<file path="config.mk">
export PLATFORM = sky130hd
export DESIGN_NAME = ppg_pair
export DESIGN_NICKNAME = d
export VERILOG_FILES = /design/src/rtl/ppg_pkg.sv /design/src/rtl/ppg_regs.sv /design/src/rtl/ppg_slice.sv /design/src/rtl/ppg_phase.sv /design/src/rtl/ppg_pair.sv
export SDC_FILE = /design/constraint.sdc
export NUM_CORES = 1
export LEC_CHECK = 0
export ABC_AREA = 1
export BUFFER_PORTS_ARGS = -buffer_cell sky130_fd_sc_hd__buf_4
export CAP_MARGIN = 5
export CORE_MARGIN = 1
export CORE_UTILIZATION = 59
export DETAILED_ROUTE_END_ITERATION = 10
export HOLD_SLACK_MARGIN = 0.08
export PLACE_DENSITY = 0.76
export RECOVER_POWER = 100
export SETUP_SLACK_MARGIN = 0.3
export SLEW_MARGIN = 30
export SYNTH_ARGS = -nofsm -noshare
export SYNTH_HDL_FRONTEND = slang
export SYNTH_SLANG_ARGS = --single-unit
</file>
<file path="constraint.sdc">
create_clock -name clk -period 2.1 [get_ports clk]
set_clock_uncertainty 0.2 [all_clocks]
set_input_delay 0.42 -clock clk [delete_from_list [all_inputs] [get_ports clk]]
set_output_delay 0.42 -clock clk [all_outputs]
set_load 0.01 [all_outputs]
</file>
<file path="src/rtl/ppg_pkg.sv">
package ppg_pkg;
    localparam int ADDR_W = 3;
    localparam logic [ADDR_W-1:0] A_LO0  = 3'd0;
    localparam logic [ADDR_W-1:0] A_HI0  = 3'd1;
    localparam logic [ADDR_W-1:0] A_LO1  = 3'd2;
    localparam logic [ADDR_W-1:0] A_HI1  = 3'd3;
    localparam logic [ADDR_W-1:0] A_CTRL = 3'd4;
    localparam logic [ADDR_W-1:0] A_CLR  = 3'd5;
endpackage

</file>
<file path="src/rtl/ppg_regs.sv">
module ppg_regs
    import ppg_pkg::*;
#(
    parameter int W     = 8,
    parameter int SEL_W = 2
) (
    input  logic                  clk,
    input  logic                  rst_n,
    input  logic                  wr_en,
    input  logic [ADDR_W-1:0]     wr_addr,
    input  logic [W-1:0]          wr_data,
    output logic [1:0][W-1:0]     lo_rel_o,
    output logic [1:0][W-1:0]     hi_rel_o,
    output logic                  cascade_o,
    output logic [SEL_W-1:0]      tick_sel_o,
    output logic [1:0]            clr_o
);
    typedef struct packed {
        logic [1:0][W-1:0] lo;
        logic [1:0][W-1:0] hi;
        logic              casc;
        logic [SEL_W-1:0]  sel;
    } reg_st_t;

    reg_st_t st_d, st_q;

    always_comb begin
        st_d  = st_q;
        clr_o = 2'b00;
        if (wr_en) begin
            case (wr_addr)
                A_LO0:   st_d.lo[0] = wr_data;
                A_HI0:   st_d.hi[0] = wr_data;
                A_LO1:   st_d.lo[1] = wr_data;
                A_HI1:   st_d.hi[1] = wr_data;
                A_CTRL: begin
                    st_d.casc = wr_data[0];
                    st_d.sel  = wr_data[SEL_W:1];
                end
                A_CLR:   clr_o = wr_data[1:0];
                default: ;
            endcase
        end
    end

    always_ff @(posedge clk) begin
        if (!rst_n) st_q <= '0;
        else        st_q <= st_d;
    end

    assign lo_rel_o   = st_q.lo;
    assign hi_rel_o   = st_q.hi;
    assign cascade_o  = st_q.casc;
    assign tick_sel_o = st_q.sel;

    AST_CTRL_HOLD: assert property (@(posedge clk) disable iff (!rst_n)
        !(wr_en && wr_addr == A_CTRL) |=> $stable(st_q.casc));
endmodule

</file>
<file path="src/rtl/ppg_slice.sv">
module ppg_slice #(
    parameter int W = 8
) (
    input  logic         clk,
    input  logic         rst_n,
    input  logic         load,
    input  logic [W-1:0] load_val,
    input  logic         dec,
    output logic         zero_o
);
    logic [W-1:0] cnt_d, cnt_q;

    always_comb begin
        cnt_d = cnt_q;
        if (load)     cnt_d = load_val;
        else if (dec) cnt_d = cnt_q - 1'b1;
    end

    always_ff @(posedge clk) begin
        if (!rst_n) cnt_q <= '0;
        else        cnt_q <= cnt_d;
    end

    assign zero_o = (cnt_q == '0);

    AST_COUNT_DOWN: assert property (@(posedge clk) disable iff (!rst_n)
        (dec && !load) |=> cnt_q == W'($past(cnt_q) - 1'b1));
endmodule

</file>
<file path="src/rtl/ppg_phase.sv">
module ppg_phase (
    input  logic clk,
    input  logic rst_n,
    input  logic en,
    input  logic tick,
    input  logic zero,
    input  logic clr,
    output logic load_o,
    output logic sel_hi_o,
    output logic dec_o,
    output logic out_o,
    output logic flag_o
);
    typedef struct packed {
        logic started;
        logic phase;
        logic flag;
    } ph_st_t;

    ph_st_t st_d, st_q;
    logic   set;

    always_comb begin
        st_d     = st_q;
        load_o   = 1'b0;
        sel_hi_o = 1'b0;
        dec_o    = 1'b0;
        set      = 1'b0;
        if (!en) begin
            st_d.started = 1'b0;
            st_d.phase   = 1'b0;
        end else if (tick) begin
            if (!st_q.started) begin
                load_o       = 1'b1;
                st_d.started = 1'b1;
            end else if (zero) begin
                load_o     = 1'b1;
                sel_hi_o   = !st_q.phase;
                st_d.phase = !st_q.phase;
                set        = st_q.phase;
            end else begin
                dec_o = 1'b1;
            end
        end
        st_d.flag = (st_q.flag & ~clr) | set;
    end

    always_ff @(posedge clk) begin
        if (!rst_n) st_q <= '0;
        else        st_q <= st_d;
    end

    assign out_o  = st_q.phase;
    assign flag_o = st_q.flag;

    AST_OFF_IS_LOW: assert property (@(posedge clk) disable iff (!rst_n)
        !en |=> !st_q.phase);
    AST_START_LOW: assert property (@(posedge clk) disable iff (!rst_n)
        $rose(st_q.started) |-> !st_q.phase);
    AST_FLAG_AT_FALL: assert property (@(posedge clk) disable iff (!rst_n)
        ($fell(st_q.phase) && $past(en)) |-> st_q.flag);
endmodule

</file>
<file path="src/rtl/ppg_pair.sv">
module ppg_pair
    import ppg_pkg::*;
#(
    parameter int W    = 8,
    parameter int NSRC = 4
) (
    input  logic              clk,
    input  logic              rst_n,
    input  logic              wr_en,
    input  logic [ADDR_W-1:0] wr_addr,
    input  logic [W-1:0]      wr_data,
    input  logic [1:0]        ch_en,
    input  logic [NSRC-1:0]   tick_in,
    output logic [1:0]        pulse_o,
    output logic [1:0]        irq_o
);
    localparam int SEL_W = (NSRC > 1) ? $clog2(NSRC) : 1;

    logic [1:0][W-1:0] lo_rel, hi_rel;
    logic              cascade;
    logic [SEL_W-1:0]  tick_sel;
    logic [1:0]        clr;
    logic              tick;

    logic [1:0]        zero, ph_zero, ph_en;
    logic [1:0]        ld, sel_hi, dc, out, flag;
    logic [1:0]        s_load, s_dec;
    logic [1:0][W-1:0] s_val;

    ppg_regs #(.W(W), .SEL_W(SEL_W)) regs_i (
        .clk        (clk),
        .rst_n      (rst_n),
        .wr_en      (wr_en),
        .wr_addr    (wr_addr),
        .wr_data    (wr_data),
        .lo_rel_o   (lo_rel),
        .hi_rel_o   (hi_rel),
        .cascade_o  (cascade),
        .tick_sel_o (tick_sel),
        .clr_o      (clr)
    );

    assign tick = tick_in[tick_sel];

    for (genvar i = 0; i < 2; i++) begin : g_ch
        if (i == 0) begin : g_lead
            assign ph_en[i]   = ch_en[i];
            assign ph_zero[i] = cascade ? (zero[0] & zero[1]) : zero[0];
            assign s_load[i]  = ld[i];
            assign s_dec[i]   = dc[i];
            assign s_val[i]   = sel_hi[i] ? hi_rel[i] : lo_rel[i];
        end else begin : g_follow
            assign ph_en[i]   = ch_en[i] & ~cascade;
            assign ph_zero[i] = zero[i];
            assign s_load[i]  = cascade ? ld[0] : ld[i];
            assign s_dec[i]   = cascade ? (dc[0] & zero[0]) : dc[i];
            assign s_val[i]   = (cascade ? sel_hi[0] : sel_hi[i]) ? hi_rel[i] : lo_rel[i];
        end

        ppg_slice #(.W(W)) slice_i (
            .clk      (clk),
            .rst_n    (rst_n),
            .load     (s_load[i]),
            .load_val (s_val[i]),
            .dec      (s_dec[i]),
            .zero_o   (zero[i])
        );

        ppg_phase phase_i (
            .clk      (clk),
            .rst_n    (rst_n),
            .en       (ph_en[i]),
            .tick     (tick),
            .zero     (ph_zero[i]),
            .clr      (clr[i]),
            .load_o   (ld[i]),
            .sel_hi_o (sel_hi[i]),
            .dec_o    (dc[i]),
            .out_o    (out[i]),
            .flag_o   (flag[i])
        );
    end

    assign pulse_o[0] = out[0];
    assign pulse_o[1] = cascade ? out[0] : out[1];
    assign irq_o      = flag;

    AST_JOIN_FLAG1_QUIET: assert property (@(posedge clk) disable iff (!rst_n)
        ($past(cascade) && !$past(irq_o[1])) |-> !irq_o[1]);
    AST_IDLE_NO_FLAG: assert property (@(posedge clk) disable iff (!rst_n)
        (!ch_en[0] && !irq_o[0]) |=> !irq_o[0]);
endmodule

</file>
Yosys cells after proc, flatten, opt, wreduce, memory -nomap -nowiden
Cells that the tools add are included.
{ "word_totals": {"ff_bits": 57, "latchBits": 0, "mem_bits_rw": 0, "romBits": 0, "in_bits": 20, "output_inout_bits": 4, "elab_cells": 95, "n_memories": 0} }
{ "classes": {"addsub": 2, "mul": 0, "div_mod_pow": 0, "n_lt_le_gt_ge": 1, "n_eq_ne": 5, "shifts": 0, "n_mux": 47, "n_bitwise": 10, "reduce_logical": 16} }
{ "ops": {"columns": ["operator", "count"], "rows": [
  ["$mux 8", 6],
  ["$mux 1", 38],
  ["$logic_not 8->1", 2],
  ["$sub 8x1->8 const B", 2],
  ["$reduce_and 2->1", 7],
  ["$eq 3x2->1 const B", 2],
  ["$eq 3x3->1 const B", 2],
  ["$reduce_and 3->1", 2],
  ["$and 1x1->1", 5],
  ["$mux 2", 2],
  ["$reduce_bool 2->1", 2],
  ["$eq 3x1->1 const B", 1],
  ["$logic_not 3->1", 1],
  ["$lt 2x3->1 const B", 1],
  ["$not 1->1", 3],
  ["$bmux 1 s2", 1],
  ["$logic_not 1->1", 2],
  ["$or 1x1->1", 2]
]} }

Longest topological paths before layout
{ "logic_depth": {"word_depth": 11, "ltp_mapped": 15, "depth_no_buf": 15} }

Cells and area by module
From an unflattened synthesis, not the netlist that was laid out.
{ "unflattened": {"cells_unflattened": 512, "area_unflattened_um2": 3250.6} }
{ "modules_own_cells": {"columns": ["mod", "n_inst", "cells_per_inst", "area_each_um2", "seq_area_each_um2"], "rows": [
  ["ppg_regs", 1, 216, 1496.4, 700.7],
  ["ppg_slice", 2, 81, 538.0, 160.2],
  ["ppg_pair", 1, 82, 365.4, 0.0],
  ["ppg_phase", 2, 26, 156.4, 60.1]
]} }

Worst setup path after synthesis
Ideal clock, no wire load.
{ "synth_path": {"path_kind": "flip-flop to flip-flop", "startpoint": "register g_ch[0].slice_i.cnt_q[0]", "endpoint": "register g_ch[1].slice_i.cnt_q[3]", "setup_time_ns": 0.109, "arrival_time_ns": 1.564, "t_required_ns": 1.791, "setup_slack_ns": 0.227, "path_stages_with_launch": 14, "path_buffers": 0, "period_less_slack_ns": 1.873, "cell_sequence": "dfxtp_1 inv_1 ha_1 nand2_1 nor2_2 nand2_2 nor2_4 nand4_4 nand2_2 nand2_1 nand3_1 nand3_1 nand2_1 inv_1"} }
{ "synth_via": {"elab_chain_cells": 10, "elab_cells_between_ends": 22, "classes_between": "mux (18); bitwise (2); reduce/logical (2)"} }
{ "synth_rtl": {"columns": ["element", "line", "source"], "rows": [
  ["start: declaration", "ppg_slice.sv:11", "logic [W-1:0] cnt_d, cnt_q;"],
  ["start signal: assignment", "ppg_slice.sv:21", "else cnt_q <= cnt_d;"],
  ["$logic_not 8->1 *", "ppg_slice.sv:24", "assign zero_o = (cnt_q == '0);"],
  ["$and 1x1->1", "ppg_pair.sv:48", "assign ph_zero[i] = cascade ? (zero[0] & zero[1]) : zero[0];"],
  ["$mux 1", "ppg_pair.sv:48", null],
  ["$mux 1", "ppg_phase.sv:36", "end else if (zero) begin"],
  ["$mux 1", "ppg_phase.sv:33", "if (!st_q.started) begin"],
  ["$mux 1", "ppg_phase.sv:32", "end else if (tick) begin"],
  ["$mux 1", "ppg_phase.sv:29", "if (!en) begin"],
  ["$mux 1 / $and 1x1->1 (equally long branches)", "ppg_pair.sv:57, ppg_pair.sv:56", null],
  ["$mux 8 / $mux 1 (equally long branches)", "ppg_pair.sv:57, ppg_pair.sv:56", null],
  ["$mux 8 / $reduce_bool 2->1 (equally long branches)", null, null],
  ["end signal: assignment", "ppg_slice.sv:21", null],
  ["end: declaration", "ppg_slice.sv:11", null]
]} }
Mark *: on every way between the ends. The rest lies on a longest branch, timed or not.
A chain may end at the register's enable or synchronous reset.

Final worst setup path
{ "layout_path": {"startpoint": "register g_ch[0].slice_i.cnt_q[0]", "endpoint": "register g_ch[0].slice_i.cnt_q[5]"} }
{ "layout_via": {"elab_chain_cells": 9, "elab_cells_between_ends": 20, "classes_between": "add/sub (1); mux (16); bitwise (1); reduce/logical (2)"} }
{ "layout_rtl": {"columns": ["element", "line", "source"], "rows": [
  ["$logic_not 8->1", "ppg_slice.sv:24", null],
  ["$and 1x1->1", "ppg_pair.sv:48", null],
  ["$mux 1", "ppg_pair.sv:48", null],
  ["$mux 1", "ppg_phase.sv:36", null],
  ["$mux 1", "ppg_phase.sv:33", null],
  ["$mux 1", "ppg_phase.sv:32", null],
  ["$mux 1", "ppg_phase.sv:29", null],
  ["$mux 8", "ppg_pair.sv:51", "assign s_val[i] = sel_hi[i] ? hi_rel[i] : lo_rel[i];"],
  ["$mux 8", "ppg_slice.sv:15", "if (load) cnt_d = load_val;"]
]} }
Several ways; a longest one is shown, not always the timed one. The select of a mux whose other input is x is not followed.

==> run_results.csv <==
group,metric,value,unit
status,status,"finished, final reports clean",
die,core-area,4500,um^2
power,power_density,823,nW/um^2
detailed_routing,routed_wl,8.20,mm
detailed_routing,drc,0,
critical_path,cp_cell_sequence,"inv_2 -> ha_4 -> nand2_4 -> nor2_4 -> nand2_4 -> nor2_4 -> buf_4 -> nand3_2 -> a21oi_2 -> o21ai_1 -> nand4_1 -> inv_1",
power,peakVddDrop,0.000778,V
placement,dp_slack,0.0473,ns
timing,hold_viol,0,
logic_synthesis,synth_cells,400,
die,boundaryPins,24,
timing,period_share,96.8,%
clock_network,hold_buffers,0,
placement,postPlaceCellArea,3100,um^2
die,fp.dieH,71.6,um
global_route,grt.total_usage,31.8,%
critical_path,crit_slowest_cell,"dfxtp_2",
job,cap_violations,0,
global_route,antenna_found_initial,0,
clock_network,clock_sink_count,57,
critical_path,cp-end-kind,"flop",
detailed_routing,firstDrtPassIters,6,
power,leakage,1.53,nW
logic_synthesis,ys_ff_latch,57,
placement,port_buffers,23,
die,die_w,71.6,um
finish,drive_above_1_share,26.6,%
global_route,grt_max_degree,41,
detailed_routing,wl_per_cell,16.2,um
finish,finish.utilization,80.0,%
finish,fin_nets,473,
placement,dp_hpwl,4.71,mm
timing,final-setup-viol-count,0,
logic_synthesis,synth_area,2860,um^2
detailed_routing,num_vias,2974,
critical_path,critPathKind,"flop to flop",
timing,fin_crit,2.03,ns
detailed_routing,viasPerCell,5.87,
finish,antenna_cells,0,
clock_network,clk_path_buf_depth,2,
timing,fmax,492,MHz
timing,fin_ws,0.0674,ns
placement,place_congestion,0.893,
clock_network,insertion_delay,0.35,ns
timing,finalSetupTns,0,ns
global_route,grt_pass1_wl,12.3,mm
clock_network,cts_buffers,9,
detailed_routing,postRouteAntennaNets,0,
critical_path,critPathMaxFanout,6,
critical_path,arrival,2.08,ns
critical_path,slowest_delay,0.33,ns
clock_network,clkTransAtPathRegs,0.08,ns
finish,fillers,331,
clock_network,h-tree-depth,3,
global_route,gr-total-overflow,0,
logic_synthesis,yosysWarnings,0,
clock_network,cts_tree,"done",
logic_synthesis,syn_avg_cell_area,7.14,um^2
hold_path,min_path_type,"input port to flop",
timing,slew_headroom,53.3,%
finish,area_growth,26.2,%
logic_synthesis,synth_seq_area_share,40.0,%
timing,tightest_slew,0.700,ns
timing,drv_slew,0,
die,initial_core_util,63.4,%
detailed_routing,drtIter0Drc,449,
critical_path,critPathLaunchType,"flop",
logic_synthesis,netlist-cell-type-count,31,
global_route,grt_pass1_vias,2529,
timing,rsz0062_at_grt,"yes",
die,row_count,24,
die,die-area,5120,um^2
critical_path,critPathRequiredTime,2.15,ns
clock_network,ctsRootBufferMaster,"clkbuf_8",
timing,fin_hold_ws,0.150,ns
logic_synthesis,syn_nets,423,
finish,final_area,3600,um^2
flip-flops by register name (all words and copies together), names as in the netlist:
| register | cells |
|---|---|
| regs_i.hi_rel_o | 16 |
| regs_i.tick_sel_o | 2 |
| regs_i.cascade_o | 1 |
| g_ch.slice_i.cnt_q | 16 |
| g_ch.phase_i.st_q | 2 |
| g_ch.phase_i.out_o | 2 |
| g_ch.phase_i.flag_o | 2 |
| regs_i.lo_rel_o | 16 |
Yosys cell counts (all sizes together):
| cell type | n | area [um^2] |
|---|---|---|
| o21ai | 66 | 345 |
| inv | 59 | 221 |
| dfxtp | 57 | 1140 |
| nor2 | 50 | 210 |
| a21oi | 47 | 235 |
| nand2 | 47 | 211 |
| nand3 | 31 | 160 |
| buf | 6 | 50.0 |
| clkbuf | 6 | 22.5 |
| xor2 | 6 | 52.6 |
| nand3b | 5 | 37.5 |
| ha | 3 | 37.5 |
| nand4 | 3 | 33.8 |
| nor3 | 3 | 15.0 |
| o211ai | 3 | 22.5 |
| o21a | 3 | 22.5 |
| xnor2 | 3 | 26.3 |
| and3 | 1 | 6.26 |
| clkinv | 1 | 3.75 |
critical path, delay by kind of cell, from the launching register on:
family / cells / cell delay [ns]
buffers and inverters: 3 / 0.28
AOI/OAI and AO/OA: 2 / 0.24
adders and majority gates: 1 / 0.16
and+or+nand+nor: 6 / 0.73
DFF: 1 / 0.33
worst paths after layout:
kind	from	cells after the start	slack (ns)	to
max	g_ch[0].slice_i.cnt_q[0]	12	0.07	g_ch[0].slice_i.cnt_q[5]
min	wr_data[4]	3	0.15	regs_i.lo_rel_o[12]
max reg2reg	g_ch[0].slice_i.cnt_q[0]	12	0.07	g_ch[0].slice_i.cnt_q[5]
min reg2reg	regs_i.hi_rel_o[12]	2	0.26	regs_i.hi_rel_o[12]
cell type report:
| cell class | count | area [um^2] | share of cell area, % |
|---|---|---|---|
| clock inverter | 7 | 95.1 | 2.64 |
| tap | 52 | 65.1 | 1.81 |
| sequential | 57 | 1150 | 32.0 |
| multi-input combinational | 275 | 1600 | 44.3 |
| timing repair buffer | 47 | 339 | 9.41 |
| clock buffer | 9 | 124 | 3.44 |
| inverter | 60 | 233 | 6.46 |
placed cells by master, fill, tap and decap left out, drive strengths merged:
cell      instances
nand3            32
bufinv            2
nor3              3
dfxtp            57
buf              40
xor2              6
nand4             4
clkinv            5
nor2             50
inv              59
o21a              3
o211ai            3
nand3b            5
clkbuf           16
and3              1
clkinvlp          1
ha                3
o21ai            66
xnor2             3
a21oi            47
nand2            49
logic make-up after synthesis:
| group | count (synthesis) | synth area share [%] |
|---|---|---|
| compound gates | 119 | 21.9 |
| xor+xnor | 9 | 2.76 |
| fa+ha+maj | 3 | 1.31 |
| buf+inv | 72 | 10.4 |
| flops | 57 | 40.0 |
| simple gates | 140 | 23.6 |
repair_timing:
action,in CTS,in global routing
buffers inserted,8,8
cloned,4,1
resized for setup,33,21
pin swaps,11,12
setup endpoints to repair,16,19
stage by stage:
stage                     std cells  total power, W
after floorplan                 400         0.00155
after global placement          470         0.00166
after detailed placement        470         0.00167
after CTS                       498         0.00285
after global routing            507         0.00309
final                           507         0.00297
report_power, final:
part,total (W),switching [W],internal (W)
Combinational,0.000618,0.000365,0.000254
Clock,0.00115,0.000485,0.000667
Sequential,0.00120,0.0000522,0.00114
Total,0.00297,0.000903,0.00206
metal layers:
| metal | track usage (%) | wire length, um | vias to the layer above | part of all wire (%) |
|---|---|---|---|---|
| li1 | - | - | 1429 | - |
| met1 | 44.8 | 3650 | 1348 | 45 |
| met2 | 47.5 | 3560 | 166 | 43 |
| met3 | 7.31 | 710 | 31 | 8.7 |
| met4 | 12.4 | 269 | 0 | 3.3 |
| met5 | 0 | 0 | - | 0 |
Power figures use the tool's default switching activity.
